==> src/rtl/cimx_pkg.sv <==
package cimx_pkg;

    typedef enum logic [1:0] {
        OP_AND = 2'd0,
        OP_OR  = 2'd1,
        OP_XOR = 2'd2,
        OP_ADD = 2'd3
    } op_e;

    typedef enum logic [1:0] {
        ECC_CLEAN = 2'd0,
        ECC_FIXED = 2'd1,
        ECC_BAD   = 2'd2
    } ecc_st_e;

    typedef enum logic [2:0] {
        S_IDLE      = 3'd0,
        S_CHECK     = 3'd1,
        S_REREAD_A  = 3'd2,
        S_REREAD_B  = 3'd3,
        S_RECOMPUTE = 3'd4,
        S_DONE      = 3'd5
    } state_e;

    // number of Hamming check bits for dw data bits (overall parity excluded)
    function automatic int chk_bits(input int dw);
        int r;
        r = 1;
        while ((1 << r) < dw + r + 1) r++;
        return r;
    endfunction

    // codeword position of data bit k: k-th index >= 3 that is not a power of two
    function automatic int data_pos(input int k);
        int cnt;
        cnt = 0;
        for (int p = 3; p < 4096; p++) begin
            if ((p & (p - 1)) != 0) begin
                if (cnt == k) return p;
                cnt++;
            end
        end
        return 0;
    endfunction

endpackage

==> src/rtl/cimx_secded_dec.sv <==
module cimx_secded_dec #(
    parameter int DW = 8,
    localparam int PW = cimx_pkg::chk_bits(DW),
    localparam int CW = DW + PW + 1
) (
    input  logic [CW-1:0]       cw_i,
    output logic [DW-1:0]       data_o,
    output cimx_pkg::ecc_st_e   st_o
);
    logic [PW-1:0] syn;
    logic          par;
    logic [CW-1:0] fixed;

    always_comb begin
        syn = '0;
        for (int i = 1; i < CW; i++) begin
            if (cw_i[i]) syn = syn ^ i[PW-1:0];
        end
        par = ^cw_i;
        fixed = cw_i;
        for (int i = 0; i < CW; i++) begin
            if (par && syn == i[PW-1:0]) fixed[i] = ~cw_i[i];
        end
        if (!par && syn == '0)
            st_o = cimx_pkg::ECC_CLEAN;
        else if (par && int'(syn) < CW)
            st_o = cimx_pkg::ECC_FIXED;
        else
            st_o = cimx_pkg::ECC_BAD;
    end

    for (genvar k = 0; k < DW; k++) begin : g_extract
        localparam int POS = cimx_pkg::data_pos(k);
        assign data_o[k] = fixed[POS];
    end

endmodule

==> src/rtl/cimx_op_unit.sv <==
module cimx_op_unit #(
    parameter int DW = 8
) (
    input  cimx_pkg::op_e  op_i,
    input  logic [DW-1:0]  a_i,
    input  logic [DW-1:0]  b_i,
    output logic [DW-1:0]  res_o
);
    always_comb begin
        unique case (op_i)
            cimx_pkg::OP_AND: res_o = a_i & b_i;
            cimx_pkg::OP_OR:  res_o = a_i | b_i;
            cimx_pkg::OP_XOR: res_o = a_i ^ b_i;
            cimx_pkg::OP_ADD: res_o = a_i + b_i;
            default:          res_o = '0;
        endcase
    end
endmodule

==> src/rtl/cim_xor_guard.sv <==
module cim_xor_guard #(
    parameter int DW = 8,
    parameter int AW = 4,
    localparam int PW = cimx_pkg::chk_bits(DW),
    localparam int CW = DW + PW + 1
) (
    input  logic          clk,
    input  logic          rst_n,
    input  logic          req_valid,
    input  logic [1:0]    req_op,
    input  logic [AW-1:0] req_addr_a,
    input  logic [AW-1:0] req_addr_b,
    output logic          busy,
    output logic          rsp_valid,
    output logic [DW-1:0] rsp_data,
    output logic          rsp_dvalid,
    output logic          rsp_err,
    output logic          arr_req,
    output logic          arr_cim,
    output logic [1:0]    arr_op,
    output logic [AW-1:0] arr_addr_a,
    output logic [AW-1:0] arr_addr_b,
    input  logic          arr_rsp_valid,
    input  logic [CW-1:0] arr_rsp_cw,
    input  logic [DW-1:0] arr_rsp_op
);
    import cimx_pkg::*;

    state_e        state_q, state_d;
    op_e           op_q;
    logic [AW-1:0] addr_a_q, addr_b_q;
    logic          issue_q;
    logic [DW-1:0] opa_q, opb_q, res_q;
    logic          err_q;

    logic [DW-1:0] dec_data;
    ecc_st_e       dec_st;
    logic [DW-1:0] alu_res;

    cimx_secded_dec #(.DW(DW)) u_dec (
        .cw_i   (arr_rsp_cw),
        .data_o (dec_data),
        .st_o   (dec_st)
    );

    cimx_op_unit #(.DW(DW)) u_alu (
        .op_i  (op_q),
        .a_i   (opa_q),
        .b_i   (opb_q),
        .res_o (alu_res)
    );

    // next state
    always_comb begin
        state_d = state_q;
        unique case (state_q)
            S_IDLE:      if (req_valid) state_d = S_CHECK;
            S_CHECK:     if (arr_rsp_valid)
                             state_d = (dec_st == ECC_CLEAN || op_q == OP_XOR) ? S_DONE : S_REREAD_A;
            S_REREAD_A:  if (arr_rsp_valid) state_d = S_REREAD_B;
            S_REREAD_B:  if (arr_rsp_valid) state_d = S_RECOMPUTE;
            S_RECOMPUTE: state_d = S_DONE;
            S_DONE:      state_d = S_IDLE;
            default:     state_d = S_IDLE;
        endcase
    end

    // state register
    always_ff @(posedge clk) begin
        if (!rst_n) begin
            state_q <= S_IDLE;
            issue_q <= 1'b0;
        end else begin
            state_q <= state_d;
            issue_q <= (state_d != state_q) &&
                       (state_d == S_CHECK || state_d == S_REREAD_A || state_d == S_REREAD_B);
        end
    end

    // datapath
    always_ff @(posedge clk) begin
        if (!rst_n) begin
            op_q     <= OP_AND;
            addr_a_q <= '0;
            addr_b_q <= '0;
            opa_q    <= '0;
            opb_q    <= '0;
            res_q    <= '0;
            err_q    <= 1'b0;
        end else begin
            unique case (state_q)
                S_IDLE: if (req_valid) begin
                    op_q     <= op_e'(req_op);
                    addr_a_q <= req_addr_a;
                    addr_b_q <= req_addr_b;
                    err_q    <= 1'b0;
                end
                S_CHECK: if (arr_rsp_valid) begin
                    if (dec_st == ECC_CLEAN) begin
                        res_q <= arr_rsp_op;
                    end else if (op_q == OP_XOR) begin
                        res_q <= dec_data;
                        err_q <= (dec_st == ECC_BAD);
                    end
                end
                S_REREAD_A: if (arr_rsp_valid) begin
                    opa_q <= dec_data;
                    if (dec_st == ECC_BAD) err_q <= 1'b1;
                end
                S_REREAD_B: if (arr_rsp_valid) begin
                    opb_q <= dec_data;
                    if (dec_st == ECC_BAD) err_q <= 1'b1;
                end
                S_RECOMPUTE: res_q <= alu_res;
                S_DONE: ;
                default: ;
            endcase
        end
    end

    // outputs
    always_comb begin
        busy       = (state_q != S_IDLE);
        arr_req    = issue_q;
        arr_cim    = (state_q == S_CHECK);
        arr_op     = op_q;
        arr_addr_a = (state_q == S_REREAD_B) ? addr_b_q : addr_a_q;
        arr_addr_b = addr_b_q;
        rsp_valid  = (state_q == S_DONE);
        rsp_err    = (state_q == S_DONE) && err_q;
        rsp_dvalid = (state_q == S_DONE) && !err_q;
        rsp_data   = ((state_q == S_DONE) && !err_q) ? res_q : '0;
    end

    // accepted request issues a compute access next cycle
    assert_accept_issue_R2: assert property (@(posedge clk) disable iff (!rst_n)
        (!busy && req_valid) |=> (busy && arr_req && arr_cim));

    // XOR requests never fall back to rereads
    assert_xor_no_reread_R5: assert property (@(posedge clk) disable iff (!rst_n)
        (state_q == S_CHECK && op_q == OP_XOR && arr_rsp_valid) |=> (state_q == S_DONE));

    // fallback accesses are plain reads
    assert_reread_plain_R7: assert property (@(posedge clk) disable iff (!rst_n)
        (arr_req && (state_q == S_REREAD_A || state_q == S_REREAD_B)) |-> !arr_cim);

    // access strobe lasts one cycle
    assert_req_pulse_R10: assert property (@(posedge clk) disable iff (!rst_n)
        arr_req |=> !arr_req);

    // response strobe lasts one cycle, then idle
    assert_rsp_pulse_R11: assert property (@(posedge clk) disable iff (!rst_n)
        rsp_valid |=> (!rsp_valid && !busy));

    // uncorrectable word from a reread ends in an error response
    assert_reread_bad_R8: assert property (@(posedge clk) disable iff (!rst_n)
        (state_q == S_RECOMPUTE && err_q) |=> (rsp_err && !rsp_dvalid));

endmodule

==> config.mk <==
export PLATFORM = sky130hd
export DESIGN_NAME = cim_xor_guard
export DESIGN_NICKNAME = d
export VERILOG_FILES = /design/src/rtl/cimx_pkg.sv /design/src/rtl/cimx_secded_dec.sv /design/src/rtl/cimx_op_unit.sv /design/src/rtl/cim_xor_guard.sv
export SDC_FILE = /design/constraint.sdc
export NUM_CORES = 1
export LEC_CHECK = 0
export BUFFER_PORTS_ARGS = -buffer_cell sky130_fd_sc_hd__buf_2
export CAP_MARGIN = 20
export CELL_PAD_IN_SITES_DETAIL_PLACEMENT = 1
export CELL_PAD_IN_SITES_GLOBAL_PLACEMENT = 2
export CORE_AREA = 5 5 103 105
export CTS_CLUSTER_DIAMETER = 40
export CTS_CLUSTER_SIZE = 28
export DETAILED_ROUTE_END_ITERATION = 8
export DIE_AREA = 0 0 108 110
export PLACE_DENSITY = 0.87
export SLEW_MARGIN = 0
export SYNTH_ARGS = -nofsm -noshare
export SYNTH_HDL_FRONTEND = slang
export SYNTH_SLANG_ARGS = --single-unit
==> constraint.sdc <==
create_clock -name clk -period 2.79 [get_ports clk]
set_input_delay 0.558 -clock clk [delete_from_list [all_inputs] [get_ports clk]]
set_output_delay 0.558 -clock clk [all_outputs]
set_load 0.02 [all_outputs]
==> results of run 1 <==
[cell usage after synthesis (2+ instances only)]
library cell,count
a211o_1,2
a211oi_1,17
a21o_1,7
a21oi_1,32
a21oi_2,4
a221o_1,2
a31oi_1,6
and2_1,11
buf_1,3
clkbuf_1,15
dfxtp_1,39
ha_1,16
inv_1,26
mux2_2,8
mux2i_1,3
nand2_1,38
nand2b_1,2
nand3_1,4
nand4_1,4
nor2_1,32
nor2b_1,2
nor3_1,6
o211ai_1,2
o21ai_0,17
o221a_1,2
o221ai_1,2
o22ai_1,2
or2_2,2
or3_1,4
or4_4,2
xnor2_1,19
xnor3_1,2
xor2_1,3
xor2_2,2
[stage by stage]
| stage | power, mW | hold WS (ps) | util |
|---|---|---|---|
| after floorplan | 0.994 | 433 | - |
| after global placement | 1.16 | 445 | 0.365 |
| after detailed placement | 1.17 | 456 | 0.365 |
| after CTS | 1.66 | 470 | 0.376 |
| after global routing | 1.74 | 488 | 0.376 |
| final | 1.64 | 460 | 0.376 |
[metal layers]
layer	up-vias	share of wire	track usage	wire, um
met4	0	0.012	0.0478	110
li1	1434	-	-	-
met5	-	0	0	0
met3	8	0.022	0.0175	199
met2	37	0.50	0.268	4500
met1	1405	0.46	0.200	4130
[worst min-delay path: stages, from the launching register on]
cell     delay [ps]
dfxtp_1         320
nand2_1          50
a21oi_1          50
[cells by family after synthesis]
| group | count (synthesis) |
|---|---|
| flops | 39 |
| fa+ha+maj | 17 |
| buf+inv | 44 |
| compound gates | 109 |
| mux | 12 |
| xor+xnor | 28 |
| simple gates | 119 |
[layout make-up]
class,count,area (um2),share of cell area
Clock buffer,5,68.8,0.0191
Sequential cell,39,781,0.217
Multi-Input combinational cell,285,2030,0.564
Timing Repair Buffer,74,410,0.114
Inverter,26,97.6,0.0271
Clock inverter,3,43.8,0.0122
Tap cell,133,166,0.0463
[registers in the layout (all words and copies together), names as in the netlist]
signal	count
arr_op	2
opb_q	8
arr_addr_b	4
opa_q	8
addr_a_q	4
arr_req	1
state_q	3
err_q	1
res_q	8
[power by group through the flow]
stage,combinational [mW],sequential (mW),clock (mW)
finish,0.537,0.618,0.487
CTS,0.541,0.618,0.501
detailed placement,0.538,0.631,0
global placement,0.527,0.629,0
global route,0.592,0.623,0.521
floorplan,0.366,0.628,0
[worst max-delay path by stage]
stage / endpoint / depth (start not counted) / startpoint
global route: res_q[7]$_SDFFE_PN0P_ / 9 / opa_q[1]$_SDFFE_PN0P_
finish: res_q[3]$_SDFFE_PN0P_ / 8 / arr_rsp_cw[7]
CTS: res_q[7]$_SDFFE_PN0P_ / 9 / opa_q[1]$_SDFFE_PN0P_
global placement: res_q[3]$_SDFFE_PN0P_ / 8 / arr_rsp_cw[7]
detailed placement: res_q[3]$_SDFFE_PN0P_ / 8 / arr_rsp_cw[7]
floorplan: res_q[6]$_SDFFE_PN0P_ / 7 / arr_rsp_cw[0]
[cells in the final DEF, fill, tap and decap left out, drive strengths merged, types with 16 or more instances in the layout]
cell     n
nor2    33
a21oi   36
dfxtp   39
a211oi  17
o21ai   18
ha      16
inv     26
xnor2   20
nand2   38
buf     74
==> flow_metrics.tcl, run 1 <==
set metrics [dict create \
    outcome "finished, final reports clean" \
    worstPathArrival_ps 2620 \
    synthTopCellsByArea "dfxtp_1 26%, ha_1 6.7%, xnor2_1 5.6%" \
    gp_congestion 0.813 \
    setup_tns_ps 0 \
    detailed_place_hpwl_mm 7.02 \
    combinational_family_with_the_most_area_after_synthesis "compound AO/OA/AOI/OAI gates" \
    timing.critical_path.to_type "register" \
    achievable-frequency_mhz 411 \
    setup_repair_after_global_routing_missed_its_margin "no" \
    netlist-cell-type-count 64 \
    worstRegToRegCells 9 \
    p_seq_frac 0.376 \
    route.detailed.vias_per_inst 5.10 \
    synth_xor_area_frac 0.106 \
    fp.dieArea_um2 11900 \
    critical_path.top_delay_family "XOR/XNOR gates" \
    root_buffer_master "clkbuf_8" \
    post-synth-top-area-cell "dfxtp_1" \
    drt_iter0_drc 155 \
    slowest_delay_ps 520 \
    hold_start "addr_a_q[2]$_SDFFE_PN0P_" \
    boundaryPins 59 \
    number_of_buffers_on_the_longest_clock_path 2 \
    slew_viol_final 0 \
    regToRegSetupSlack_ps 360 \
    cp-start-kind "input port" \
    min_to "addr_a_q[2]$_SDFFE_PN0P_" \
    route.antenna.remaining_nets 0 \
    row_count 36 \
    synth_compound_gate_area_share 0.254 \
    die_width_um 108 \
    timing.critical_path.buf_inv 1 \
    syn-num-nets 420 \
    finClkSkew_ps 8.65 \
    power.leakage_nw 1.51 \
    post_route_cells_drive_above_1_share 0.259 \
    grt_util_all_layers 0.154 \
    power.switching_uw 565 \
    first_global_vias 2875 \
    clock_latency_ps 300 \
    ir_worst_vdd_uv 171 \
    timing.slew.headroom 0.586 \
    final.fill_count 1200 \
    timing.rr.start "opa_q[1]$_SDFFE_PN0P_" \
    placed_cells_incl_taps 557 \
    global_route.overflow_total 0 \
    avgSynthCellArea_um2 8.06 \
    synth_warnings 0 \
    die-height_um 110 \
    clk_pin_slew_worst_paths_ps 80 \
    instances_no_fill 565 \
    post-cts-setup-buffers 0 \
    tightestPinTransition_ps 619 \
    proportion_of_netlist_area_held_by_the_largest_area_contributor 0.263 \
    design.final.nets 483 \
    highest_delay_cell_along_the_critical_path "xnor3_1" \
    final_count_of_negative_setup_slack_endpoints 0 \
    place_worst_setup_slack_ps 52.3 \
    seq_area_frac_synth 0.263 \
    grt_max_degree 20 \
    final_cycle_share 0.872 \
    hold_path_depth 2 \
    grt_first_pass_wirelength_mm 14.6 \
    switching_share 0.344 \
    post_synth_instance_area_um2 2970 \
    final.min_clock_period_ps 2430 \
    cts_hold_buffers 0 \
    fp.coreArea_um2 9550 \
    h_tree_level_count 2 \
    worst_ep_required_time_ps 2980 \
    insertedDiodeCount 0 \
    yosys.area_share.simple 0.199 \
    timing.rr.end "res_q[7]$_SDFFE_PN0P_" \
    synth_fa_ha_area_frac 0.0742 \
    antenna_found_initial 0 \
    post_synth_inst_count 368 \
    clkPwrFrac 0.296 \
    cts_num_sinks 39 \
    numCtsBuffers 5 \
    area_overhead_vs_synth_pct 21.2 \
    post_drt_wl_per_cell_um 15.8 \
    intPower_mw 1.08 \
    fin_area_um2 3590 \
    tritoncts "done" \
    ys_ff_latch 39 \
    timing.final.hold_violations 0 \
    count_of_port_buffers_added_during_placement 58 \
    critPathMaxFanout 9 \
    cp_cell_sequence "buf_2 -> xnor2_1 -> xnor3_1 -> nor2_2 -> o21ai_2 -> a22o_1 -> and2_0 -> o31a_1" \
    firstDrtPassIters 4 \
    setup_ws_ps 356 \
    power_frac_comb 0.327 \
    synth_enable_flop_cells 0 \
    cellPowerDensity_nw_per_um2 457 \
    cts_resized 0 \
    synth.mux.area_fraction 0.0481 \
    placed_cell_area_um2 3480 \
    routed-via-count 2884 \
    synthFlopType "dfxtp_1" \
    path_class "input port to register" \
    post-route-drc-count 0 \
    post_route_wl_mm 8.94 \
    initial_utilization 0.311 \
    post_synth_arst_share 0 \
    max-cap-violations 0 \
    min_path_type "register to register" \
]
No activity file was read; power rests on OpenSTA's default activity.
==> inputs of run 2 (changes only) <==
--- a/config.mk
+++ b/config.mk
@@ -14,7 +14,8 @@
 export CTS_CLUSTER_SIZE = 28
 export DETAILED_ROUTE_END_ITERATION = 8
 export DIE_AREA = 0 0 108 110
-export PLACE_DENSITY = 0.87
+export MAX_ROUTING_LAYER = met4
+export PLACE_DENSITY_LB_ADDON = 0.1
 export SLEW_MARGIN = 0
 export SYNTH_ARGS = -nofsm -noshare
 export SYNTH_HDL_FRONTEND = slang
==> flow_metrics.tcl, run 2 (synthesized netlist as in run 1, its figures left out) <==
set metrics [dict create \
    outcome "finished, final reports clean" \
    final.min_clock_period_ps 2470 \
    detailed_place_hpwl_mm 7.44 \
    design.final.nets 487 \
    critPathMaxFanout 4 \
    post_route_wl_mm 9.38 \
    numCtsBuffers 5 \
    die-height_um 110 \
    grt_max_degree 21 \
    route.detailed.vias_per_inst 5.03 \
    post-route-drc-count 0 \
    slew_viol_final 0 \
    top_signal_layer_used "met4" \
    first_global_vias 3061 \
    worstPathArrival_ps 2660 \
    place_worst_setup_slack_ps 19.5 \
    count_of_port_buffers_added_during_placement 58 \
    post_drt_wl_per_cell_um 16.5 \
    detail_route.wirelength.met1_mm 4.46 \
    cpMostUsedCell "a21oi_1" \
    timing.rr.end "res_q[7]$_SDFFE_PN0P_" \
    row_count 36 \
    fp.dieArea_um2 11900 \
    routed-via-count 2860 \
    setup_repair_after_global_routing_missed_its_margin "no" \
    finClkSkew_ps 10.4 \
    timing.critical_path.to_type "register" \
    clock_latency_ps 300 \
    ir_worst_vdd_uv 218 \
    cts_hold_buffers 0 \
    area_overhead_vs_synth_pct 21.4 \
    cellPowerDensity_nw_per_um2 432 \
    timing.slew.headroom 0.563 \
    insertedDiodeCount 0 \
    clk_pin_slew_worst_paths_ps 90 \
    gp_congestion 0.766 \
    min_to "addr_a_q[3]$_SDFFE_PN0P_" \
    final.fill_count 1214 \
    worstRegToRegCells 9 \
    timing.rr.start "opa_q[1]$_SDFFE_PN0P_" \
    critical_path.top_delay_family "compound AO/OA/AOI/OAI gates" \
    biggestRegsByFlops "opa_q: 8 flops, opb_q: 8 flops, res_q: 8 flops" \
    max-cap-violations 0 \
    h_tree_level_count 2 \
    worst_ep_required_time_ps 2970 \
    hold_start "addr_a_q[3]$_SDFFE_PN0P_" \
    timing.critical_path.buf_inv 1 \
    antenna_found_initial 0 \
    final_cycle_share 0.887 \
    setup_tns_ps 0 \
    detailroute.wirelength.met2_mm 4.55 \
    number_of_buffers_on_the_longest_clock_path 2 \
    fp.coreArea_um2 9550 \
    layout_commonest_cell "buf_2" \
    path_class "register to register" \
    timing.final.hold_violations 0 \
    tightestPinTransition_ps 653 \
    root_buffer_master "clkbuf_8" \
    global_route.overflow_total 0 \
    initial_utilization 0.311 \
    final_count_of_negative_setup_slack_endpoints 0 \
    cp-start-kind "register" \
    drt_iter0_drc 88 \
    highest_delay_cell_along_the_critical_path "dfxtp_1" \
    regToRegSetupSlack_ps 320 \
    commonest_non_fill_non_tap_cells_in_the_layout "58 x buf_2, 39 x dfxtp_1, 38 x nand2_1" \
    route.antenna.remaining_nets 0 \
    tritoncts "done" \
    final_util 0.377 \
    route.met3.wl_um 220 \
    min_path_type "register to register" \
    slowest_delay_ps 410 \
    grt_first_pass_wirelength_mm 15.4 \
    achievable-frequency_mhz 404 \
    setup_ws_ps 316 \
    power.leakage_nw 1.51 \
    firstDrtPassIters 4 \
    post-cts-setup-buffers 0 \
    boundaryPins 59 \
    cp_cell_sequence "inv_1 -> ha_1 -> a21o_1 -> a21oi_1 -> o21bai_1 -> a41oi_1 -> mux2_2 -> a21oi_1 -> nor4_1" \
    post_route_cells_drive_above_1_share 0.266 \
    grt_util_all_layers 0.169 \
    cts_num_sinks 39 \
    cts_resized 0 \
    hold_path_depth 2 \
    die_width_um 108 \
]
run 2: changes by cell type in the layout (fill, tap and decap cells not counted):
cell	previous run	this run
buf_4	16	20
bufinv_16	1	0
clkinv_4	1	0
clkinvlp_4	0	2
run 2: worst max path at each step:
stage / from / to / slack, ps / depth (start not counted)
3_3_place_gp: arr_rsp_cw[0] / res_q[6]$_SDFFE_PN0P_ / 80 / 8
6_report: opa_q[1]$_SDFFE_PN0P_ / res_q[7]$_SDFFE_PN0P_ / 320 / 9
4_1_cts: opa_q[1]$_SDFFE_PN0P_ / res_q[7]$_SDFFE_PN0P_ / 290 / 9
3_5_place_dp: arr_rsp_cw[7] / res_q[1]$_SDFFE_PN0P_ / 20 / 9
5_1_grt: opa_q[1]$_SDFFE_PN0P_ / res_q[7]$_SDFFE_PN0P_ / 180 / 9
2_1_floorplan: arr_rsp_cw[0] / res_q[6]$_SDFFE_PN0P_ / 370 / 7
run 2: worst min-delay path, cell delays in order, from the launching register on:
cell and delay, ps:
dfxtp_1 320, nand2_1 50, a21oi_1 50
run 2: cell type report:
cell class / instances / area (um2) / share of cell area
Timing Repair Buffer: 78 / 440 / 0.122
Tap cell: 133 / 166 / 0.0462
Clock buffer: 5 / 68.8 / 0.0191
Sequential cell: 39 / 781 / 0.217
Multi-Input combinational cell: 285 / 2030 / 0.563
Inverter: 26 / 97.6 / 0.0271
Clock inverter: 3 / 20.0 / 0.00556
run 2: per-stage QoR:
step                total power, mW  cell area, um2  hold WS (ps)  std cells
floorplan                     0.994            2970           433        368
detailed placement             1.19            3510           454        561
CTS                            1.58            3600           467        569
global placement               1.18            3510           441        561
finish                         1.56            3600           460        569
global route                   1.66            3600           485        569
run 2: layer usage:
layer | vias up | GRT usage
met1 | 1364 | 0.210
met5 | - | -
met4 | 0 | 0.0469
met3 | 13 | 0.0268
li1 | 1439 | -
met2 | 44 | 0.286
run 2: report_power, final:
group,switching [mW],leakage [nW],internal [mW]
Clock,0.216,0.0402,0.174
Combinational,0.320,1.16,0.230
Sequential,0.0301,0.317,0.587
